[src/rtl/ubus_regport.sv]
module ubus_regport #(
  parameter int AW       = 7,
  parameter int CW       = 24,
  parameter int CAL_BASE = 16
) (
  input  logic          clk,
  input  logic          rst_n,
  input  logic          rd_n,
  input  logic          wr_n,
  input  logic [7:0]    bus_in,
  output logic [7:0]    bus_out,
  output logic          bus_oe,
  input  logic [1:0]    len_sel,
  input  logic [7:0]    live_pos,
  input  logic [CW-1:0] live_count,
  input  logic [7:0]    live_speed,
  input  logic [7:0]    live_inc,
  input  logic [7:0]    live_stat,
  output logic [AW-1:0] reg_addr,
  input  logic [7:0]    reg_rdata,
  output logic          wr_en,
  output logic [AW-1:0] wr_addr,
  output logic [7:0]    wr_data
);
  localparam int CB = CW / 8;
  localparam logic [AW-1:0] A_INC  = AW'(CB + 1);
  localparam logic [AW-1:0] A_SPD  = AW'(CB + 2);
  localparam logic [AW-1:0] A_STAT = AW'(CB + 3);
  localparam logic [AW-1:0] A_CFG  = AW'(CB + 4);
  localparam logic [AW-1:0] A_CAL  = AW'(CAL_BASE);

  logic [1:0]    rd_sy, wr_sy;
  logic          rd_d, wr_d, rd_act, wr_act, st_data;
  logic [AW-1:0] addr;
  logic [7:0]    wr_cap, hold, snap_pos, snap_spd;
  logic [CW-1:0] snap_cnt;

  wire rd_s    = rd_sy[1];
  wire wr_s    = wr_sy[1];
  wire rd_fall = rd_d & ~rd_s;
  wire rd_rise = ~rd_d & rd_s;
  wire wr_fall = wr_d & ~wr_s;
  wire wr_rise = ~wr_d & wr_s;
  wire clash   = ~rd_s & ~wr_s;

  wire           snap_now = (len_sel == 2'd0) || (addr == '0);
  wire [7:0]     pos_n    = snap_now ? live_pos   : snap_pos;
  wire [CW-1:0]  cnt_n    = snap_now ? live_count : snap_cnt;
  wire [7:0]     spd_n    = snap_now ? live_speed : snap_spd;
  wire           top_byte = (addr == {{(AW-2){1'b0}}, len_sel});

  logic [7:0] rd_mux;
  always_comb begin
    rd_mux = '0;
    if (addr == '0) rd_mux = pos_n;
    for (int i = 0; i < CB; i++)
      if (addr == AW'(i + 1)) rd_mux = cnt_n[8*i +: 8];
    if (addr == A_SPD) rd_mux = spd_n;
    if (addr >= A_CFG && addr < A_CAL) rd_mux = reg_rdata;
  end

  always_ff @(posedge clk or negedge rst_n) begin
    if (!rst_n) begin
      rd_sy    <= 2'b11;
      wr_sy    <= 2'b11;
      rd_d     <= 1'b1;
      wr_d     <= 1'b1;
      rd_act   <= 1'b0;
      wr_act   <= 1'b0;
      st_data  <= 1'b0;
      addr     <= '0;
      wr_cap   <= '0;
      hold     <= '0;
      snap_pos <= '0;
      snap_cnt <= '0;
      snap_spd <= '0;
      wr_en    <= 1'b0;
      wr_addr  <= '0;
      wr_data  <= '0;
    end else begin
      rd_sy <= {rd_sy[0], rd_n};
      wr_sy <= {wr_sy[0], wr_n};
      rd_d  <= rd_s;
      wr_d  <= wr_s;
      wr_en <= 1'b0;
      if (!wr_sy[0]) wr_cap <= bus_in;
      if (clash) begin
        rd_act <= 1'b0;
        wr_act <= 1'b0;
      end else begin
        if (rd_fall && wr_s) begin
          rd_act <= 1'b1;
          hold   <= rd_mux;
          if (snap_now) begin
            snap_pos <= live_pos;
            snap_cnt <= live_count;
            snap_spd <= live_speed;
          end
        end
        if (rd_rise && rd_act) begin
          rd_act  <= 1'b0;
          st_data <= 1'b0;
          if (len_sel != 2'd0) addr <= top_byte ? '0 : addr + 1'b1;
        end
        if (wr_fall && rd_s) wr_act <= 1'b1;
        if (wr_rise && wr_act) begin
          wr_act  <= 1'b0;
          st_data <= 1'b1;
          if (st_data) begin
            wr_en   <= 1'b1;
            wr_addr <= addr;
            wr_data <= wr_cap;
            addr    <= addr + 1'b1;
          end else begin
            addr <= wr_cap[AW-1:0];
          end
        end
      end
    end
  end

  assign reg_addr = addr;
  assign bus_oe   = rd_act;
  assign bus_out  = !rd_act          ? 8'h00 :
                    (addr == A_INC)  ? live_inc :
                    (addr == A_STAT) ? live_stat : hold;
endmodule

[config.mk]
export PLATFORM = sky130hd
export DESIGN_NAME = ubus_regport
export DESIGN_NICKNAME = d
export VERILOG_FILES = /design/src/rtl/ubus_regport.sv
export SDC_FILE = /design/constraint.sdc
export NUM_CORES = 1
export LEC_CHECK = 0
export ABC_AREA = 1
export CAP_MARGIN = 30
export CORE_MARGIN = 4
export CORE_UTILIZATION = 55
export DETAILED_ROUTE_END_ITERATION = 10
export PLACE_DENSITY = 0.91
export SYNTH_ARGS = -nofsm -noshare
export SYNTH_HDL_FRONTEND = slang
export SYNTH_SLANG_ARGS = --single-unit
export TNS_END_PERCENT = 1
[constraint.sdc]
create_clock -name clk -period 4.9 [get_ports clk]
set_clock_uncertainty 0.15 [all_clocks]
set_input_delay 0.49 -clock clk [delete_from_list [all_inputs] [get_ports clk]]
set_output_delay 0.49 -clock clk [all_outputs]
set_load 0.005 [all_outputs]
Word-level counts from Yosys, hierarchy flattened
Cells that the tools add are included.
- bitwise gates (word level): 10
- mux-type cells: 28
- $lt $le $gt $ge: 2
- reductions and logical operators: 17
- equal/unequal tests: 7
- $add $sub $neg: 1
- operator list (cell ; count):
    2-to-1 mux 8 bit ; 11
    2-to-1 mux 7 bit ; 5
    2-to-1 mux 24 bit ; 1
    equality test 7 x 3 -> 1 bit (second input constant) ; 3
    equality test 7 x 2 -> 1 bit (second input constant) ; 2
    2-to-1 mux 1 bit ; 11
    adder 7 x 1 -> 7 bit (second input constant) ; 1
    equality test 7 x 1 -> 1 bit (second input constant) ; 1
    equality test 7 x 2 -> 1 bit ; 1
    greater-or-equal comparator 7 x 3 -> 1 bit (second input constant) ; 1
    logical NOT 7 bit ; 1
    < comparator 7 x 5 -> 1 bit (second input constant) ; 1
    AND reduction 3 bit ; 2
    nonzero test 2 bit ; 3
    nonzero test 3 bit ; 2
    AND 1 bit ; 5
    logical AND 1 bit ; 5
    inverter 1 bit ; 5
    AND reduction 2 bit ; 2
    logical NOT 2 bit ; 1
    logical OR 1 bit ; 1
- logic and storage cells: 81
- output and inout bits: 32
- register bits: 88
- bits of input ports: 78

Longest topological paths before layout
Gate-level depths: netlist (run 1).
- depth after elaboration: 9
- depth in mapped cells: 15
- gate-level depth less buffers: 13

Least setup slack after synthesis (run 1)
No wires, ideal clock.
- path kind: register to output
- from: register addr[0] (netlist: reg_addr[0])
- to: output port bus_out[0]
- setup slack: 2.597 ns
- required time: 4.260 ns
- arrival time: 1.663 ns
- buffers on the path: 0
- cell stages (with the launch flop): 8
- cell sequence: dfrtp_1 -> inv_1 -> ha_1 -> inv_1 -> nor3_4 -> mux2_2 -> o21ai_0 -> inv_1
- longest elaborated chain between the ends: 4
- elaborated cells on any way between the ends: 5
- those cells by class: 2 x eq/ne; 3 x mux
- ends and longest elaborated chain (item ; line ; source):
    from (decl) ; 34 ; logic [AW-1:0] addr;
    from (signal assigned) ; 103 ; if (len_sel != 2'd0) addr <= top_byte ? '0 : addr + 1'b1;
    from (signal assigned) ; 113 ; addr <= addr + 1'b1;
    from (signal assigned) ; 115 ; addr <= wr_cap[AW-1:0];
    equality test 7 x 3 -> 1 bit ; 126 ; (addr == A_STAT) ? live_stat : hold;
    2-to-1 mux 8 bit ; 126 ;
    2-to-1 mux 8 bit * ; 125 ; (addr == A_INC) ? live_inc :
    2-to-1 mux 8 bit * ; 124 ; assign bus_out = !rd_act ? 8'h00 :
    to (decl) ; 11 ; output logic [7:0] bus_out,
Every way passes the cells marked *; elsewhere a longest branch is shown, timed or not.

Worst setup path after layout (run 1)
- from: register addr[0] (netlist: reg_addr[0])
- to: output port bus_out[3]
The elaborated chain is that of the path after synthesis.

==> results of run 1 <==
worst max path at each step:
stage	from	end	slack (ns)	cells after the start
floorplan	reg_addr[0]$_DFFE_PN0P_	bus_out[0]	2.60	7
global placement	len_sel[1]	hold[4]$_DFFE_PN0P_	1.93	11
detailed placement	len_sel[1]	hold[0]$_DFFE_PN0P_	1.75	11
CTS	reg_addr[0]$_DFFE_PN0P_	bus_out[1]	1.45	7
global route	reg_addr[0]$_DFFE_PN0P_	bus_out[3]	1.21	7
finish	reg_addr[0]$_DFFE_PN0P_	bus_out[3]	1.45	7
power by group:
group	switching, W	total (W)	leakage (nW)	internal [W]
Clock	0.000273	0.000480	0.0992	0.000206
Combinational	0.000635	0.00116	1.89	0.000526
Sequential	0.000147	0.00109	1.07	0.000943
Total	0.00106	0.00273	3.05	0.00167
cell type report:
| cell class | count | area, sq um | share of cell area (%) |
|---|---|---|---|
| Clock buffer | 10 | 138 | 2.23 |
| Sequential cell | 88 | 2210 | 35.9 |
| Tap cell | 108 | 135 | 2.19 |
| Clock inverter | 6 | 51.3 | 0.833 |
| Timing Repair Buffer | 114 | 1130 | 18.3 |
| Multi-Input combinational cell | 418 | 2080 | 33.8 |
| Inverter | 111 | 417 | 6.76 |
routing by layer:
layer / vias up / routed length [microns]
met5: - / 0
met1: 2185 / 5140
li1: 2269 / -
met2: 207 / 6440
met4: 0 / 234
met3: 25 / 1080
layout by cell type (no fill, tap or decap), drive strengths merged, types with 2 or more instances in the layout:
master / n
a211oi: 2
a21oi: 24
a31oi: 11
buf: 5
clkbuf: 10
clkdlybuf4s50: 108
clkinv: 5
dfrtp: 82
dfstp: 6
ha: 4
inv: 112
mux2: 9
nand2: 142
nand3: 84
nor2: 28
nor3: 6
o211ai: 2
o21ai: 98
xor2: 5
through the flow:
step           util [%]  total power, W  hold slack (ns)  cells
6_report           71.0         0.00273            0.211    855
5_1_grt            71.0         0.00294            0.214    855
4_1_cts            71.0         0.00274            0.213    855
3_5_place_dp       68.7         0.00225            0.199    838
3_3_place_gp       68.7         0.00218            0.196    838
2_1_floorplan         -         0.00178           0.0444    644
flip-flops by register name, summed over array words and instances (netlist names):
name and flops:
reg_addr 7, wr_d 1, st_data 1, wr_sy 2
wr_data 8, rd_sy 2, wr_act 1, hold 8
snap_pos 8, wr_en 1, wr_addr 7, wr_cap 8
rd_d 1, snap_cnt 24, snap_spd 8, bus_oe 1
worst max-delay path, stage by stage, from the launching register on:
cell             delay [ns]
dfrtp_1                0.48
inv_1                  0.17
ha_1                   0.17
inv_1                  0.06
nor3_2                 0.73
o21ai_0                0.24
inv_1                  0.09
clkdlybuf4s50_1        0.50
kinds of logic (layout without fill, tap and decap cells):
family	Yosys count	count (layout)	share of synthesized area [%]
buffers and inverters	138	241	11.7
muxes	9	9	2.08
and+or+nand+nor	261	261	23.9
xor gates and xnor gates	5	5	0.901
AOI/OAI and AO/OA	139	139	14.9
DFF	88	88	45.5
adders and majority gates	4	4	1.03
==> run_results.csv, run 1 <==
group,metric,value,unit
status,status,"completed",
min_path,hold_depth,0,
finish,final_net_count,824,
placed_design,gp_congestion,0.876,
timing,tightest_slew,0.952,ns
clock_tree,cts.reportedPaths.clkPinSlew,0.10,ns
finish,syn_to_final_growth,26.7,%
synthesis,yosysUniqueCellTypes,31,
finish,final.fill_count,667,
timing,rsz0062_at_grt,"false",
timing,max_clock_freq,290,MHz
grt,grt_util_met2,43.0,%
synthesis,yosys_warnings,0,
floorplan,die_w,102,microns
grt,grt_usage,25.3,%
synthesis,netlist.area_leader.share,42.2,%
run,maxCapViolations,0,
synthesis,ys_ff_latch,88,
clock_tree,htree_levels,3,
worst_setup_path,path_class,"flop to output pin",
floorplan,die_h,102,microns
clock_tree,worstSkewPairLatency,0.37,ns
worst_setup_path,reg2reg_slack,1.85,ns
routing,route.detailed.drc,0,
synthesis,ys_seq_area_share,45.5,%
finish,drive_above_1_share,7.36,%
grt,grt-busiest-layer,"met2",
finish,finalInstanceArea,6160,sq um
worst_setup_path,r2r-start,"reg_addr[0]$_DFFE_PN0P_",
synthesis,syn_nets,726,
timing,slew_viol_final,0,
synthesis,synthCells,644,
min_path,hp-class,"flop to flop",
power_and_ir_drop,peakVddDrop,291,uV
synthesis,synth_common_cells,"nand2_1 (138), inv_1 (102), o21ai_0 (90)",
worst_setup_path,path_max_fanout,16,
worst_setup_path,r2r-end,"hold[0]$_DFFE_PN0P_",
clock_tree,clkSinkCount,88,
grt,overflow,0,
timing,max_slew_margin,36.3,%
timing,hold_viol_final,0,
min_path,hp-start,"rd_sy[0]$_DFF_PN1_",
grt,use_met3,6.35,%
routing,antenna_left,0,
grt,grt_pass1_wl,21000,microns
routing,drt-pass1-iter-count,5,
synthesis,synth_ff_type,"dfrtp_1",
worst_setup_path,cp-start-kind,"flop",
synthesis,netlist_area,4860,sq um
timing,layout_min_cycle_time,3.45,ns
synthesis,yosys.area.top_type,"dfrtp_1",
routing,vias,4686,
min_path,min_to,"rd_sy[1]$_DFF_PN1_",
timing,tns,0,ns
placed_design,dp_hpwl,9520,microns
grt,antenna_found_initial,0,
routing,routed_wl,12900,microns
floorplan,num_io_pins,110,
finish,antenna_cells,0,
synthesis,synth.area.top_cells,"dfrtp_1 (42%), nand2_1 (11%), o21ai_0 (9.3%)",
timing,setup_viol,0,
clock_tree,clockBufferDepth,2,
synthesis,synth_enable_flop_cells,0,
placed_design,io_buffers,109,
floorplan,start_util,56.0,%
floorplan,fp-row-count,34,
worst_setup_path,rr_worst_depth,12,
clock_tree,root_buffer,"clkbuf_8",
clock_tree,tritoncts,"done",
worst_setup_path,worstPathRequired,4.26,ns
timing,fin_crit_sh,70.3,%
grt,grt_max_degree,57,
synthesis,yosysMostFrequentCell,"nand2_1",
clock_tree,cts_hold_buf,1,
timing,setup_slack,1.45,ns
worst_setup_path,crit_path_end_kind,"output pin",
worst_setup_path,arrival,2.81,ns
power_and_ir_drop,p_leak,3.05,nW
power_and_ir_drop,power_density,443,nW/um^2
floorplan,core,8680,sq um
synthesis,synthArstFlopShare,100,%
grt,grt_pass1_vias,4573,
synthesis,avgSynthCellArea,7.55,sq um
routing,drt_iter0_drc,350,
clock_tree,cts_made_buffers,9,
placed_design,place_ws,1.75,ns
clock_tree,postCtsSetupBuffers,0,
routing,wl_per_cell,15.1,microns
grt,grtUsageMet1,31.8,%
placed_design,dpl_cell_area,5960,sq um
clock_tree,ctsResizeCount,0,
routing,viasPerCell,5.48,
floorplan,design.die.area,10400,sq um
Power figures use the tool's default switching activity.
==> run 2, diff against run 1 <==
--- a/config.mk
+++ b/config.mk
@@ -8,9 +8,9 @@
 export ABC_AREA = 1
 export CAP_MARGIN = 30
 export CORE_MARGIN = 4
-export CORE_UTILIZATION = 55
+export CORE_UTILIZATION = 46
 export DETAILED_ROUTE_END_ITERATION = 10
-export PLACE_DENSITY = 0.91
+export PLACE_DENSITY = 0.82
 export SYNTH_ARGS = -nofsm -noshare
 export SYNTH_HDL_FRONTEND = slang
 export SYNTH_SLANG_ARGS = --single-unit
==> constraint.sdc (replaced) <==
create_clock -name clk -period 2.93 [get_ports clk]
set_clock_uncertainty 0.15 [all_clocks]
set_input_delay 0.293 -clock clk [delete_from_list [all_inputs] [get_ports clk]]
set_output_delay 0.293 -clock clk [all_outputs]
set_load 0.005 [all_outputs]
==> run 2 against run 1 <==
Against the previous run:
- clock power rose by 94%
- utilization fell by 8.9 points
- total power increased by 79%
- cell count rose by 4.9%
- flip-flop and latch count unchanged
- global-route usage shrank 3.5 points
- setup slack worse by 1.3 ns
- critical path type unchanged
==> run_results.csv, run 2 (same netlist as run 1, synthesis figures left out) <==
group,metric,value,unit
clock_tree,cts.reportedPaths.clkPinSlew,0.08,ns
worst_setup_path,arrival,2.38,ns
timing,max_slew_margin,51.0,%
floorplan,die_h,111,microns
worst_setup_path,path_class,"flop to output pin",
grt,overflow,0,
timing,setup_slack,0.107,ns
power_and_ir_drop,pwr-share-seq,37.0,%
worst_setup_path,cp-endpoint,"bus_out[6]",
clock_tree,clockBufferDepth,2,
grt,grt_pass1_wl,22200,microns
grt,grt_pass1_vias,4597,
routing,drt-pass1-iter-count,8,
worst_setup_path,path_max_fanout,8,
run,maxCapViolations,0,
placed_design,place_ws,0.201,ns
finish,final_common_cell,"nand2_1",
routing,drt_iter0_drc,375,
clock_tree,tritoncts,"done",
grt,grt_usage,21.9,%
routing,vias,4785,
power_and_ir_drop,combPwrFrac,44.0,%
power_and_ir_drop,clkPwrFrac,19.0,%
clock_tree,htree_levels,3,
timing,max_clock_freq,354,MHz
worst_setup_path,r2r-end,"hold[7]$_DFFE_PN0P_",
floorplan,die_w,111,microns
power_and_ir_drop,p_int,0.00307,W
clock_tree,worstSkewPairLatency,0.36,ns
timing,tightest_slew,0.734,ns
timing,setup_viol,0,
floorplan,fp-row-count,37,
floorplan,num_io_pins,110,
finish,regArea,2210,sq um
worst_setup_path,worstPathRequired,2.49,ns
routing,wl_per_cell,15.0,microns
finish,multi_input_area,2100,sq um
floorplan,design.die.area,12300,sq um
finish,largest_reg_flops,24,
worst_setup_path,r2r-start,"reg_addr[0]$_DFFE_PN0P_",
grt,grt_max_degree,69,
finish,drive_above_1_share,9.99,%
min_path,hp-class,"input pin to flop",
finish,mostFrequentLayoutCells,"nand2_1 (138), clkdlybuf4s50_1 (105), inv_1 (100)",
worst_setup_path,reg2reg_slack,0.24,ns
placed_design,gp_congestion,0.844,
finish,syn_to_final_growth,31.9,%
routing,route.detailed.drc,0,
worst_setup_path,cp-start-kind,"flop",
power_and_ir_drop,power.switching,0.00181,W
timing,hold_viol_final,0,
timing,fin_crit_sh,96.4,%
clock_tree,cts_made_buffers,9,
finish,final.fill_count,857,
placed_design,dp_hpwl,9680,microns
power_and_ir_drop,peakVddDrop,461,uV
routing,antenna_left,0,
timing,rsz0062_at_grt,"false",
power_and_ir_drop,p_leak,3.19,nW
finish,regMostFlops,"snap_cnt",
clock_tree,root_buffer,"clkbuf_8",
worst_setup_path,rr_worst_depth,15,
routing,viasPerCell,5.33,
placed_design,io_buffers,109,
worst_setup_path,critical_path.startpoint,"reg_addr[3]$_DFFE_PN0P_",
timing,slew_viol_final,0,
routing,routed_wl,13500,microns
timing,tns,0,ns
grt,antenna_found_initial,0,
power_and_ir_drop,netSwitchingFraction,37.0,%
power_and_ir_drop,power_density,761,nW/um^2
floorplan,start_util,47.1,%
worst_setup_path,crit_path_end_kind,"output pin",
status,status,"completed",
finish,final_net_count,838,
floorplan,core,10300,sq um
clock_tree,clkSinkCount,88,
timing,layout_min_cycle_time,2.82,ns
finish,antenna_cells,0,
[run 2: cell types whose count changed in the layout (fill, tap and decap cells not counted), moves of 3 or more]
cell             change
o21ai_1              +4
buf_4               +10
clkdlybuf4s50_1      -3
o21ai_2              +3
o21ai_0              -7
[run 2: worst min path at each step]
stage / startpoint / end / slack, ns / cells after the start
2_1_floorplan: rst_n / bus_oe$_DFFE_PN0P_ / -0.15 / 0
4_1_cts: wr_n / wr_sy[0]$_DFF_PN1_ / 0.17 / 1
3_5_place_dp: rst_n / snap_pos[7]$_DFFE_PN0P_ / 0.03 / 1
3_3_place_gp: rd_sy[0]$_DFF_PN1_ / rd_sy[1]$_DFF_PN1_ / 0.20 / 0
6_report: wr_n / wr_sy[0]$_DFF_PN1_ / 0.19 / 1
5_1_grt: rd_n / rd_sy[0]$_DFF_PN1_ / 0.17 / 1
[run 2: layout make-up]
type	instances	share of cell area, %
Sequential cell	88	34.5
Timing Repair Buffer	128	20.3
Clock inverter	4	1.09
Multi-Input combinational cell	418	32.7
Clock buffer	12	2.26
Tap cell	136	2.65
Inverter	111	6.50
[run 2: per-layer routing]
layer / GRT usage (%) / part of all wire, %
met5: 0 / 0
met4: 7.22 / 2.3
met3: 5.40 / 7.3
met2: 37.5 / 50
met1: 27.0 / 40
[run 2: critical path: stages (launching register included)]
cell and delay, ns:
dfrtp_1 0.46, nor2_2 0.16, inv_1 0.10, nor3_4 0.21, buf_12 0.16, mux2_2 0.33, o21ai_1 0.12, inv_1 0.05
clkdlybuf4s50_1 0.44
[run 2: power groups by stage]
stage               clock network, W  logic, W  registers, W
floorplan                          0   0.00119       0.00180
global placement                   0   0.00191       0.00180
detailed placement                 0   0.00199       0.00182
CTS                         0.000943   0.00206       0.00180
global route                 0.00100   0.00239       0.00185
finish                      0.000930   0.00215       0.00181
[run 2: repair_timing]
| action | in CTS | in global routing |
|---|---|---|
| gates resized for setup | 2 | 17 |
| hold buffers | 1 | 0 |
| hold endpoints to repair | 35 | 0 |
| pin swaps | 2 | 1 |
| endpoints found under the setup margin | 8 | 7 |
| setup buffers | 3 | 6 |
[run 2: metrics by stage]
stage                     area (sq um)  total power, W  utilization [%]  hold WS [ns]  instances
after global routing              6410         0.00525             62.1         0.171        897
final                             6410         0.00488             62.1         0.189        897
after global placement            6030         0.00371             58.4         0.196        869
after CTS                         6340         0.00480             61.5         0.173        891
after detailed placement          6090         0.00381             59.0        0.0336        871
after floorplan                   4860         0.00298                -        -0.153        644
==> run 3, diff against run 2 <==
--- a/config.mk
+++ b/config.mk
@@ -8,9 +8,10 @@
 export ABC_AREA = 1
 export CAP_MARGIN = 30
 export CORE_MARGIN = 4
-export CORE_UTILIZATION = 46
+export CORE_UTILIZATION = 51
 export DETAILED_ROUTE_END_ITERATION = 10
-export PLACE_DENSITY = 0.82
+export MAX_ROUTING_LAYER = met4
+export PLACE_DENSITY = 0.86
 export SYNTH_ARGS = -nofsm -noshare
 export SYNTH_HDL_FRONTEND = slang
 export SYNTH_SLANG_ARGS = --single-unit
==> constraint.sdc (replaced) <==
create_clock -name clk -period 3 [get_ports clk]
set_clock_uncertainty 0.15 [all_clocks]
set_input_delay 0.3 -clock clk [delete_from_list [all_inputs] [get_ports clk]]
set_output_delay 0.3 -clock clk [all_outputs]
set_load 0.005 [all_outputs]
==> run 3 against run 2 <==
Against the previous run:
- register-to-register slack better by 0.05 ns
- utilization up 5.9 points
- non-clock buffer count down 9
- global-route usage up 2.3 points
- worst hold slack better by 0.0010 ns
- cell area down 2.0%
- largest cell class unchanged
==> run_results.csv, run 3 (same netlist as run 1, synthesis figures left out) <==
group,metric,value,unit
status,status,"completed",
placed_design,dp_hpwl,9360,microns
placed_design,dpl_cell_area,6030,sq um
finish,post-route-util,68.1,%
clock_tree,htree_levels,3,
timing,rsz0062_at_grt,"true",
finish,regMostFlops,"snap_cnt",
worst_setup_path,path_cells,"inv_2, nand2_2, nor2_4, inv_4, nor3_4, buf_12, mux2_2, o21ai_0, inv_1, clkdlybuf4s50_1",
grt,grt_usage,24.2,%
routing,wl_met2,6530,microns
routing,antenna_left,0,
timing,max_clock_freq,345,MHz
worst_setup_path,crit_slowest_cell,"clkdlybuf4s50_1",
finish,final_net_count,829,
placed_design,io_buffers,109,
worst_setup_path,worstPathRequired,2.55,ns
clock_tree,worstSkewPairLatency,0.36,ns
finish,syn_to_final_growth,29.4,%
timing,layout_min_cycle_time,2.90,ns
worst_setup_path,path_max_fanout,8,
routing,top_layer_used,"met4",
worst_setup_path,crit_path_end_kind,"output pin",
finish,final_common_cell,"nand2_1",
grt,grt_pass1_vias,4531,
power_and_ir_drop,power_density,734,nW/um^2
worst_setup_path,arrival,2.45,ns
routing,drt_iter0_drc,358,
routing,wl_met3,891,microns
grt,grt_max_degree,74,
floorplan,core,9240,sq um
clock_tree,root_buffer,"clkbuf_8",
clock_tree,tritoncts,"done",
routing,routed_wl,13000,microns
routing,viasPerCell,5.24,
grt,antenna_found_initial,0,
routing,wl_per_cell,14.8,microns
power_and_ir_drop,power.total,0.00462,W
worst_setup_path,worst_path_largest_cell_delay,0.44,ns
clock_tree,clockBufferDepth,2,
floorplan,die_h,106,microns
finish,mostFrequentLayoutCells,"nand2_1 (138), clkdlybuf4s50_1 (106), inv_1 (101)",
floorplan,start_util,52.6,%
floorplan,die_w,106,microns
timing,slew_viol_final,0,
routing,vias,4616,
worst_setup_path,cp-start-kind,"flop",
finish,drive_above_1_share,8.11,%
finish,antenna_cells,0,
timing,tightest_slew,0.886,ns
timing,setup_viol,0,
clock_tree,clkSinkCount,88,
timing,max_slew_margin,40.6,%
floorplan,num_io_pins,110,
finish,finalInstanceArea,6290,sq um
clock_tree,cts_made_buffers,9,
grt,grt_pass1_wl,21400,microns
placed_design,gp_congestion,0.897,
timing,whs,0.190,ns
timing,hold_viol_final,0,
power_and_ir_drop,peakVddDrop,517,uV
worst_setup_path,path_class,"flop to output pin",
finish,largest_reg_flops,24,
run,maxCapViolations,0,
min_path,hp-class,"input pin to async pin",
routing,route.detailed.drc,0,
floorplan,design.die.area,11200,sq um
floorplan,fp-row-count,35,
worst_setup_path,critPathBufInv,5,
clock_tree,cts.reportedPaths.clkPinSlew,0.09,ns
routing,drt-pass1-iter-count,6,
routing,wl_met1,5400,microns
timing,fin_crit_sh,96.6,%
grt,overflow,0,
worst_setup_path,cp_top_family,"buffers and inverters",
timing,tns,0,ns
power_and_ir_drop,p_leak,3.13,nW
-- run 3: through the flow --
stage,setup slack (ns),instances
floorplan,0.887,644
global placement,0.339,860
detailed placement,0.182,861
CTS,0.0203,880
global route,-0.00112,881
finish,0.102,881
-- run 3: cell type report --
cell class / count / area [sq um]
clock buffers: 13 / 159
clock inverters: 3 / 40.0
fillers: 737 / 2950
inverters: 111 / 419
multi-input cells: 418 / 2080
flip-flops and latches: 88 / 2210
well taps: 129 / 161
repair buffers: 119 / 1220
-- run 3: what timing repair did --
action / in CTS / in global routing
endpoints found under the hold margin: 19 / 0
hold buffers: 1 / 0
endpoints found under the setup margin: 8 / 8
cloned: 0 / 0
setup buffers: 2 / 1
resized for setup: 1 / 10
pin swaps: 2 / 1
-- run 3: worst paths after layout --
check / startpoint / slack, ns / depth (start not counted) / to
worst max-delay path: reg_addr[6]$_DFFE_PN0P_ / 0.10 / 10 / bus_out[6]
worst min-delay path: rst_n / 0.19 / 2 / snap_pos[3]$_DFFE_PN0P_
worst max register to register: reg_addr[1]$_DFFE_PN0P_ / 0.29 / 14 / hold[3]$_DFFE_PN0P_
worst min register to register: rd_sy[0]$_DFF_PN1_ / 0.21 / 0 / rd_sy[1]$_DFF_PN1_
max in group asynchronous: rst_n / 1.84 / 3 / rd_d$_DFF_PN1_
min in group clk: rd_n / 0.20 / 1 / rd_sy[0]$_DFF_PN1_
-- run 3: where the power goes --
part           leakage (nW)  switching, W  internal, W
Clock                 0.103      0.000412     0.000429
Combinational          1.96       0.00109     0.000906
Sequential             1.07      0.000234      0.00154
-- run 3: routing by layer --
layer,up-vias,track usage [%]
met5,-,-
met2,178,40.4
met3,23,5.51
met4,0,6.48
met1,2134,29.8
li1,2281,-
